### config.mk
export PLATFORM = sky130hd
export DESIGN_NAME = eep_serial_slave
export DESIGN_NICKNAME = d
export VERILOG_FILES = /design/src/rtl/eep_pkg.sv /design/src/rtl/eep_sync.sv /design/src/rtl/eep_timer.sv /design/src/rtl/eep_array.sv /design/src/rtl/eep_ctrl.sv /design/src/rtl/eep_serial_slave.sv
export SDC_FILE = /design/constraint.sdc
export NUM_CORES = 2
export LEC_CHECK = 0
export BUFFER_PORTS_ARGS = -buffer_cell sky130_fd_sc_hd__buf_4
export CELL_PAD_IN_SITES_DETAIL_PLACEMENT = 1
export CELL_PAD_IN_SITES_GLOBAL_PLACEMENT = 1
export CORE_UTILIZATION = 51
export DETAILED_ROUTE_END_ITERATION = 10
export PLACE_DENSITY = 0.83
export SETUP_SLACK_MARGIN = 0.2
export SYNTH_ARGS = -nofsm -noshare
export SYNTH_HDL_FRONTEND = slang
export SYNTH_SLANG_ARGS = --single-unit
export TNS_END_PERCENT = 50
### constraint.sdc
create_clock -name clk -period 4.3 [get_ports clk]
set_clock_uncertainty 0.2 [all_clocks]
set_input_delay 0.215 -clock clk [delete_from_list [all_inputs] [get_ports clk]]
set_output_delay 0.215 -clock clk [all_outputs]
set_load 0.005 [all_outputs]
### src/rtl/eep_pkg.sv
package eep_pkg;

  typedef enum logic [2:0] {
    ST_IDLE,
    ST_OPC,
    ST_ADDR,
    ST_DATA,
    ST_READ,
    ST_DONE
  } eep_state_t;

  localparam logic [1:0] OP_READ  = 2'b10;
  localparam logic [1:0] OP_WRITE = 2'b01;
  localparam logic [1:0] OP_ERASE = 2'b11;
  localparam logic [1:0] OP_MISC  = 2'b00;

  // sub-codes carried in the two top address-field bits when opcode is OP_MISC
  localparam logic [1:0] SUB_GATE_ON  = 2'b11;
  localparam logic [1:0] SUB_GATE_OFF = 2'b00;
  localparam logic [1:0] SUB_FILL_1   = 2'b10;
  localparam logic [1:0] SUB_FILL_D   = 2'b01;

endpackage

### src/rtl/eep_sync.sv
module eep_sync #(
  parameter int N = 3
) (
  input  logic         clk,
  input  logic         rst_n,
  input  logic [N-1:0] d_i,
  output logic [N-1:0] q_o,
  output logic [N-1:0] rise_o
);
  logic [N-1:0] s1_q, s2_q, s3_q;

  for (genvar g = 0; g < N; g++) begin : g_bit
    always_ff @(posedge clk or negedge rst_n) begin
      if (!rst_n) begin
        s1_q[g] <= 1'b0;
        s2_q[g] <= 1'b0;
        s3_q[g] <= 1'b0;
      end else begin
        s1_q[g] <= d_i[g];
        s2_q[g] <= s1_q[g];
        s3_q[g] <= s2_q[g];
      end
    end
    assign rise_o[g] = s2_q[g] & ~s3_q[g];
  end

  assign q_o = s2_q;
endmodule

### src/rtl/eep_timer.sv
module eep_timer #(
  parameter int PROG_CYCLES = 1000
) (
  input  logic clk,
  input  logic rst_n,
  input  logic start_i,
  output logic busy_o,
  output logic done_o
);
  localparam int CW = (PROG_CYCLES > 2) ? $clog2(PROG_CYCLES) : 1;

  logic [CW-1:0] cnt_q, cnt_d;
  logic          busy_q, busy_d, done_q, done_d;

  always_comb begin
    cnt_d  = cnt_q;
    busy_d = busy_q;
    done_d = 1'b0;
    if (start_i) begin
      busy_d = 1'b1;
      cnt_d  = '0;
    end else if (busy_q) begin
      if (cnt_q == CW'(PROG_CYCLES - 1)) begin
        busy_d = 1'b0;
        done_d = 1'b1;
      end else begin
        cnt_d = cnt_q + 1'b1;
      end
    end
  end

  always_ff @(posedge clk or negedge rst_n) begin
    if (!rst_n) begin
      cnt_q  <= '0;
      busy_q <= 1'b0;
      done_q <= 1'b0;
    end else begin
      cnt_q  <= cnt_d;
      busy_q <= busy_d;
      done_q <= done_d;
    end
  end

  assign busy_o = busy_q;
  assign done_o = done_q;
endmodule

### src/rtl/eep_array.sv
module eep_array #(
  parameter int WORDS  = 128,
  parameter int WORD_W = 16
) (
  input  logic                     clk,
  input  logic                     commit_i,
  input  logic                     all_i,
  input  logic                     worg_i,
  input  logic [$clog2(WORDS)-1:0] waddr_i,
  input  logic                     wbsel_i,
  input  logic [WORD_W-1:0]        wdata_i,
  input  logic                     rorg_i,
  input  logic [$clog2(WORDS)-1:0] raddr_i,
  input  logic                     rbsel_i,
  output logic [WORD_W-1:0]        rword_o
);
  localparam int AW = $clog2(WORDS);
  localparam int BW = WORD_W / 2;

  logic [BW-1:0] lane_rd [2];

  for (genvar l = 0; l < 2; l++) begin : g_lane
    logic [BW-1:0] mem [WORDS];
    logic          lane_en;

    assign lane_en = all_i | worg_i | (wbsel_i == 1'(l));

    always_ff @(posedge clk) begin
      if (commit_i && lane_en) begin
        for (int w = 0; w < WORDS; w++) begin
          if (all_i || (waddr_i == AW'(w))) begin
            mem[w] <= wdata_i[l*BW +: BW];
          end
        end
      end
    end

    assign lane_rd[l] = mem[raddr_i];
  end

  assign rword_o = rorg_i ? {lane_rd[1], lane_rd[0]}
                          : {{BW{1'b0}}, (rbsel_i ? lane_rd[1] : lane_rd[0])};
endmodule

### src/rtl/eep_ctrl.sv
module eep_ctrl
  import eep_pkg::*;
#(
  parameter int WORDS  = 128,
  parameter int WORD_W = 16
) (
  input  logic                     clk,
  input  logic                     rst_n,
  input  logic                     cs_i,
  input  logic                     sk_rise_i,
  input  logic                     di_i,
  input  logic                     org_i,
  input  logic                     busy_i,
  input  logic [WORD_W-1:0]        rword_i,
  output logic [$clog2(WORDS)-1:0] raddr_o,
  output logic                     rbsel_o,
  output logic                     do_bit_o,
  output logic                     rd_on_o,
  output logic                     st_mode_o,
  output logic                     we_en_o,
  output logic                     quiet_o,
  output logic                     start_o,
  output logic                     p_all_o,
  output logic                     p_org_o,
  output logic [$clog2(WORDS)-1:0] p_waddr_o,
  output logic                     p_bsel_o,
  output logic [WORD_W-1:0]        p_data_o
);
  localparam int AW16 = $clog2(WORDS);
  localparam int AW8  = AW16 + 1;
  localparam int AFW  = AW8 + 1;
  localparam int BW   = WORD_W / 2;
  localparam int CW   = $clog2(WORD_W + 1);

  eep_state_t      state_q, state_d;
  logic [CW-1:0]   cnt_q, cnt_d;
  logic [1:0]      opc_q, opc_d;
  logic [AFW-1:0]  af_q, af_d;
  logic [WORD_W-1:0] dsh_q, dsh_d, rsh_q, rsh_d, pdat_q, pdat_d;
  logic            do_q, do_d, we_q, we_d, st_q, st_d, start_q, start_d;
  logic            pall_q, pall_d, porg_q, porg_d, pbs_q, pbs_d;
  logic [AW16-1:0] pwa_q, pwa_d;

  logic [AFW-1:0]    af_sh;
  logic [WORD_W-1:0] ds_sh;
  logic [CW-1:0]     alen, dlen;
  logic [1:0]        top2;

  assign af_sh = {af_q[AFW-2:0], di_i};
  assign ds_sh = {dsh_q[WORD_W-2:0], di_i};
  assign alen  = org_i ? CW'(AFW - 1) : CW'(AFW);
  assign dlen  = org_i ? CW'(WORD_W) : CW'(BW);
  assign top2  = org_i ? af_sh[AFW-2 -: 2] : af_sh[AFW-1 -: 2];

  assign raddr_o = org_i ? af_sh[AW16-1:0] : af_sh[AW8-1:1];
  assign rbsel_o = ~org_i & af_sh[0];

  always_comb begin
    state_d = state_q;
    cnt_d   = cnt_q;
    opc_d   = opc_q;
    af_d    = af_q;
    dsh_d   = dsh_q;
    rsh_d   = rsh_q;
    pdat_d  = pdat_q;
    do_d    = do_q;
    we_d    = we_q;
    st_d    = st_q;
    start_d = 1'b0;
    pall_d  = pall_q;
    porg_d  = porg_q;
    pbs_d   = pbs_q;
    pwa_d   = pwa_q;

    if (!cs_i) begin
      state_d = ST_IDLE;
      cnt_d   = '0;
    end else if (sk_rise_i) begin
      case (state_q)
        ST_IDLE: begin
          if (di_i && !busy_i) begin
            state_d = ST_OPC;
            cnt_d   = '0;
            st_d    = 1'b0;
            af_d    = '0;
          end
        end
        ST_OPC: begin
          opc_d = {opc_q[0], di_i};
          if (cnt_q == CW'(1)) begin
            state_d = ST_ADDR;
            cnt_d   = '0;
          end else begin
            cnt_d = cnt_q + 1'b1;
          end
        end
        ST_ADDR: begin
          af_d = af_sh;
          if (cnt_q == alen - 1'b1) begin
            cnt_d   = '0;
            state_d = ST_DONE;
            pwa_d   = raddr_o;
            pbs_d   = rbsel_o;
            porg_d  = org_i;
            pall_d  = 1'b0;
            pdat_d  = '1;
            case (opc_q)
              OP_READ: begin
                state_d = ST_READ;
                do_d    = 1'b0;
                rsh_d   = org_i ? rword_i : {rword_i[BW-1:0], {BW{1'b0}}};
              end
              OP_WRITE: state_d = ST_DATA;
              OP_ERASE: begin
                if (we_q) begin
                  start_d = 1'b1;
                  st_d    = 1'b1;
                end
              end
              default: begin
                case (top2)
                  SUB_GATE_ON:  we_d = 1'b1;
                  SUB_GATE_OFF: we_d = 1'b0;
                  SUB_FILL_1: begin
                    pall_d = 1'b1;
                    if (we_q) begin
                      start_d = 1'b1;
                      st_d    = 1'b1;
                    end
                  end
                  default: begin
                    pall_d  = 1'b1;
                    state_d = ST_DATA;
                  end
                endcase
              end
            endcase
          end else begin
            cnt_d = cnt_q + 1'b1;
          end
        end
        ST_DATA: begin
          dsh_d = ds_sh;
          if (cnt_q == dlen - 1'b1) begin
            state_d = ST_DONE;
            pdat_d  = org_i ? ds_sh : {ds_sh[BW-1:0], ds_sh[BW-1:0]};
            if (we_q) begin
              start_d = 1'b1;
              st_d    = 1'b1;
            end
          end else begin
            cnt_d = cnt_q + 1'b1;
          end
        end
        ST_READ: begin
          do_d  = rsh_q[WORD_W-1];
          rsh_d = {rsh_q[WORD_W-2:0], 1'b0};
        end
        default: ;
      endcase
    end
  end

  always_ff @(posedge clk or negedge rst_n) begin
    if (!rst_n) begin
      state_q <= ST_IDLE;
      cnt_q   <= '0;
      opc_q   <= '0;
      af_q    <= '0;
      dsh_q   <= '0;
      rsh_q   <= '0;
      pdat_q  <= '0;
      do_q    <= 1'b0;
      we_q    <= 1'b0;
      st_q    <= 1'b0;
      start_q <= 1'b0;
      pall_q  <= 1'b0;
      porg_q  <= 1'b0;
      pbs_q   <= 1'b0;
      pwa_q   <= '0;
    end else begin
      state_q <= state_d;
      cnt_q   <= cnt_d;
      opc_q   <= opc_d;
      af_q    <= af_d;
      dsh_q   <= dsh_d;
      rsh_q   <= rsh_d;
      pdat_q  <= pdat_d;
      do_q    <= do_d;
      we_q    <= we_d;
      st_q    <= st_d;
      start_q <= start_d;
      pall_q  <= pall_d;
      porg_q  <= porg_d;
      pbs_q   <= pbs_d;
      pwa_q   <= pwa_d;
    end
  end

  assign do_bit_o  = do_q;
  assign rd_on_o   = (state_q == ST_READ);
  assign st_mode_o = st_q;
  assign we_en_o   = we_q;
  assign quiet_o   = (state_q == ST_IDLE) || (state_q == ST_DONE);
  assign start_o   = start_q;
  assign p_all_o   = pall_q;
  assign p_org_o   = porg_q;
  assign p_waddr_o = pwa_q;
  assign p_bsel_o  = pbs_q;
  assign p_data_o  = pdat_q;
endmodule

### src/rtl/eep_serial_slave.sv
module eep_serial_slave #(
  parameter int MEM_BITS    = 2048,
  parameter int WORD_W      = 16,
  parameter int PROG_CYCLES = 1000
) (
  input  logic clk,
  input  logic rst_n,
  input  logic cs_i,
  input  logic sk_i,
  input  logic di_i,
  input  logic org_i,
  output logic do_o,
  output logic do_oe_o
);
  localparam int WORDS = MEM_BITS / WORD_W;
  localparam int AW    = $clog2(WORDS);

  logic          rst_s1_q, rst_s_q;
  logic [2:0]    pin_s, pin_rise;
  logic          cs_s, di_s, sk_rise;
  logic          busy, commit, we_en, ctrl_quiet;
  logic          do_bit, rd_on, st_mode, start;
  logic          p_all, p_org, p_bsel, rbsel;
  logic [AW-1:0] p_waddr, raddr;
  logic [WORD_W-1:0] p_data, rword;

  always_ff @(posedge clk or negedge rst_n) begin
    if (!rst_n) begin
      rst_s1_q <= 1'b0;
      rst_s_q  <= 1'b0;
    end else begin
      rst_s1_q <= 1'b1;
      rst_s_q  <= rst_s1_q;
    end
  end

  eep_sync #(.N(3)) u_sync (
    .clk    (clk),
    .rst_n  (rst_s_q),
    .d_i    ({cs_i, sk_i, di_i}),
    .q_o    (pin_s),
    .rise_o (pin_rise)
  );

  assign cs_s    = pin_s[2];
  assign di_s    = pin_s[0];
  assign sk_rise = pin_rise[1];

  eep_ctrl #(.WORDS(WORDS), .WORD_W(WORD_W)) u_ctrl (
    .clk       (clk),
    .rst_n     (rst_s_q),
    .cs_i      (cs_s),
    .sk_rise_i (sk_rise),
    .di_i      (di_s),
    .org_i     (org_i),
    .busy_i    (busy),
    .rword_i   (rword),
    .raddr_o   (raddr),
    .rbsel_o   (rbsel),
    .do_bit_o  (do_bit),
    .rd_on_o   (rd_on),
    .st_mode_o (st_mode),
    .we_en_o   (we_en),
    .quiet_o   (ctrl_quiet),
    .start_o   (start),
    .p_all_o   (p_all),
    .p_org_o   (p_org),
    .p_waddr_o (p_waddr),
    .p_bsel_o  (p_bsel),
    .p_data_o  (p_data)
  );

  eep_timer #(.PROG_CYCLES(PROG_CYCLES)) u_timer (
    .clk     (clk),
    .rst_n   (rst_s_q),
    .start_i (start),
    .busy_o  (busy),
    .done_o  (commit)
  );

  eep_array #(.WORDS(WORDS), .WORD_W(WORD_W)) u_array (
    .clk      (clk),
    .commit_i (commit),
    .all_i    (p_all),
    .worg_i   (p_org),
    .waddr_i  (p_waddr),
    .wbsel_i  (p_bsel),
    .wdata_i  (p_data),
    .rorg_i   (org_i),
    .raddr_i  (raddr),
    .rbsel_i  (rbsel),
    .rword_o  (rword)
  );

  assign do_oe_o = cs_s & (st_mode | rd_on);
  assign do_o    = do_oe_o & (st_mode ? ~busy : do_bit);
endmodule

==> results.sh <==
export IMPL_run_status="complete, but fails checks"
export IMPL_violations="setup timing"
export IMPL_synthCells=5567
export IMPL_clkSlewWorstSetupHoldPaths_ps=70
export IMPL_insertion_delay_ps=890
export IMPL_maxClockFrequency_mhz=232
export IMPL_start_kind="flop"
export IMPL_core_area_um2=168000
export IMPL_r2r_slack_ps=-20
export IMPL_groute_usage_overall_pct=35.6
export IMPL_rows=150
export IMPL_chipWidth_um=414
export IMPL_synth_area_leaders="edfxtp_1 71%, mux4_2 6.2%, nand2_1 3.9%"
export IMPL_timing_critical_path_required_ps=4810
export IMPL_hold_path_class="flop to flop"
export IMPL_number_of_flip_flops_and_latches_in_the_synthesized_netlist=2148
export IMPL_detailedPlace_worstSlack_ps=-239
export IMPL_hold_path_startpoint="u_sync.s1_q[1]"
export IMPL_synth_flop_cell="edfxtp_1"
export IMPL_postLayoutSetupSlackWorst_ps=-15.2
export IMPL_static_leakage_power_nw=34.1
export IMPL_antenna_found_initial=22
export IMPL_async_flop_share_pct=4.66
export IMPL_final_max_slew_violation_count=0
export IMPL_synth_edf_count=2048
export IMPL_htreeDepth=4
export IMPL_dr_total_vias=57900
export IMPL_cts_inserted_buffers=214
export IMPL_final_setup_viol_count=1
export IMPL_fin_total_pwr_w=0.0446
export IMPL_die_area_um2=171000
export IMPL_relSlewSlack_pct=6.18
export IMPL_grt_ovfl_total=0
export IMPL_grt_start_max_net_pins=130
export IMPL_initial_utilization_pct=51.6
export IMPL_synth_largest_type_area_fraction_pct=71.1
export IMPL_clock_tree_root_cell="clkbuf_16"
export IMPL_flow_area_growth_from_synthesis_pct=14.9
export IMPL_critPathCaptureType="flop"
export IMPL_synth_most_common_cell="edfxtp_1"
export IMPL_holdPathEnd="u_sync.q_o[1]"
export IMPL_final_net_count=5918
export IMPL_drc=0
export IMPL_drive_gt1_share_pct=19.6
export IMPL_drt_antenna_violating_nets=0
export IMPL_syn_cell_area_um2=86500
export IMPL_ff2ff_path_depth=11
export IMPL_grt_pass1_vias=59100
export IMPL_ctsLongestPathBuffers=3
export IMPL_period_minus_slack_ps=4320
export IMPL_post_synth_cell_area_avg_um2=15.5
export IMPL_most_area_hungry_cell_type_in_the_yosys_netlist="edfxtp_1"
export IMPL_dp_final_hpwl_um=193000
export IMPL_critical_path_max_fanout=74
export IMPL_port_buffers=7
export IMPL_drv_cap=0
export IMPL_synth_cell_types=87
export IMPL_drt_pass1_iter_count=8
export IMPL_finalHoldViolations=0
export IMPL_filler_cell_count=15300
export IMPL_first_iter_violations=9339
export IMPL_worst_r2r_endpoint="u_ctrl.rsh_q[13]"
export IMPL_clock_sinks=2148
export IMPL_peakVddDrop_mv=0.411
export IMPL_synth_seq_area_share_pct=74.0
export IMPL_yosysWarnings=0
export IMPL_period_share_pct=100
export IMPL_detail_route_vias_per_cell=6.97
export IMPL_gp_routability_congestion=0.974
export IMPL_slew_at_the_pin_closest_to_its_max_slew_limit_ps=1410
export IMPL_rr_startpoint="u_sync.q_o[0]"
export IMPL_wl_per_cell_um=37.1
export IMPL_grt_setup_unrepaired="true"
export IMPL_wl_um=308000
export IMPL_grt_first_pass_wirelength_um=430000
export IMPL_ios=8
export IMPL_die_h_um=414
export IMPL_worst_hold_path_num_cells=0
export IMPL_clock_tree_from_tritoncts="yes"
export IMPL_worstSetupStartpoint="u_sync.q_o[0]"
export IMPL_synth_common_cells="2048 x edfxtp_1, 905 x nand2_1, 385 x nor2_1"
export IMPL_mappedNetlistNets=5583
export IMPL_p_per_area_nw_per_um2=448
export IMPL_path_type_of_the_worst_setup_path="flop to flop"
export IMPL_cp_data_arrival_time_ps=4830
## sequential cells by signal, indices dropped and copies added, names as in the netlist, 2 cells and up
name	cells
u_sync.q_o	3
u_ctrl.p_waddr_o	7
u_ctrl.af_q	8
u_ctrl.p_data_o	16
u_array.g_lane.mem	2048
u_ctrl.opc_q	2
u_ctrl.dsh_q	15
u_ctrl.rsh_q	16
u_ctrl.state_q	3
u_timer.cnt_q	10
u_sync.s1_q	3
u_ctrl.cnt_q	5
## metal layers
metal / share of wire [%] / wire length, um / vias up / track usage, %
li1: - / - / 22300 / -
met1: 34 / 104000 / 29400 / 43.7
met2: 46 / 143000 / 4832 / 55.8
met3: 12 / 37500 / 1318 / 9.54
met4: 7.7 / 23700 / 22 / 23.1
met5: 0.057 / 175 / - / 0
## stage by stage
step	hold WS, ps	instances	TNS [ps]	cell area (um^2)	utilization (%)
2_1_floorplan	-281	5567	0	86500	-
3_3_place_gp	-202	7868	-189	91900	54.8
3_5_place_dp	-201	7868	-346	91900	54.8
4_1_cts	161	8278	0	99300	59.2
5_1_grt	166	8291	0	99400	59.2
6_report	156	8298	-15.2	99400	59.3
## repair_timing
item / 4_1_cts / 5_1_grt
cloned: 0 / 3
pin swaps: 0 / 1
endpoints found under the hold margin: 11 / 0
gates resized for setup: 11 / 6
endpoints found under the setup margin: 12 / 10
setup buffers: 0 / 9
hold buffers: 10 / 0
## critical path, stage by stage (launching register included)
cell      delay [ps]
dfrtp_4          490
buf_12           470
a21oi_4          280
buf_4            280
a21oi_1          340
a22oi_1          140
a211oi_1         690
o41ai_4          260
a311oi_2         490
nor3_1            90
a221oi_1         230
a311oi_1          90
## layout make-up
| cell class | instances | area [um^2] | area share, % |
|---|---|---|---|
| antenna | 8 | 20.0 | 0.0201 |
| sequential | 2148 | 64100 | 64.5 |
| multi-input combinational | 3041 | 21100 | 21.2 |
| clock inverter | 137 | 1540 | 1.55 |
| timing repair buffer | 482 | 4200 | 4.22 |
| tap | 2204 | 2760 | 2.77 |
| inverter | 15 | 56.3 | 0.0566 |
| clock buffer | 263 | 5680 | 5.72 |
## cells by family after synthesis
logic type / after synthesis / share of synthesized area (%)
compound gates: 823 / 6.38
xor+xnor: 8 / 0.0810
fa+ha+maj: 10 / 0.145
buf+inv: 381 / 2.09
flops: 2148 / 74.0
mux: 461 / 8.89
other cells: 1 / 0.00433
simple gates: 1735 / 8.47
## worst max path at each step
stage                            end  slack (ps)  depth (start not counted)
floorplan           u_ctrl.st_mode_o         840                         16
global placement    u_ctrl.rsh_q[13]        -180                         11
detailed placement  u_ctrl.rsh_q[13]        -240                         11
CTS                 u_ctrl.rsh_q[10]         160                         11
global route        u_ctrl.rsh_q[13]          70                         11
finish              u_ctrl.rsh_q[13]         -20                         11
## power breakdown
group,switching (W),leakage (nW),total [W],internal (W)
logic,0.000955,10.1,0.00139,0.000434
registers,0.000402,20.4,0.0236,0.0232
clock network,0.00844,3.53,0.0196,0.0111
total,0.00980,34.1,0.0446,0.0348
## placed cells by master (no fill, tap or decap), types with 67 or more instances in the layout
master,netlist,routed
mux2i_1,151,148
a21oi_1,236,234
dfrtp_1,100,78
mux2_2,69,67
a32oi_1,68,68
edfxtp_1,2048,2048
o21ai_0,70,70
buf_4,35,427
nand3_1,262,262
mux4_2,238,238
clkbuf_16,0,217
nand2_1,905,902
nor2_1,385,379
a31oi_1,123,122
(Power assumes the default switching activity.)
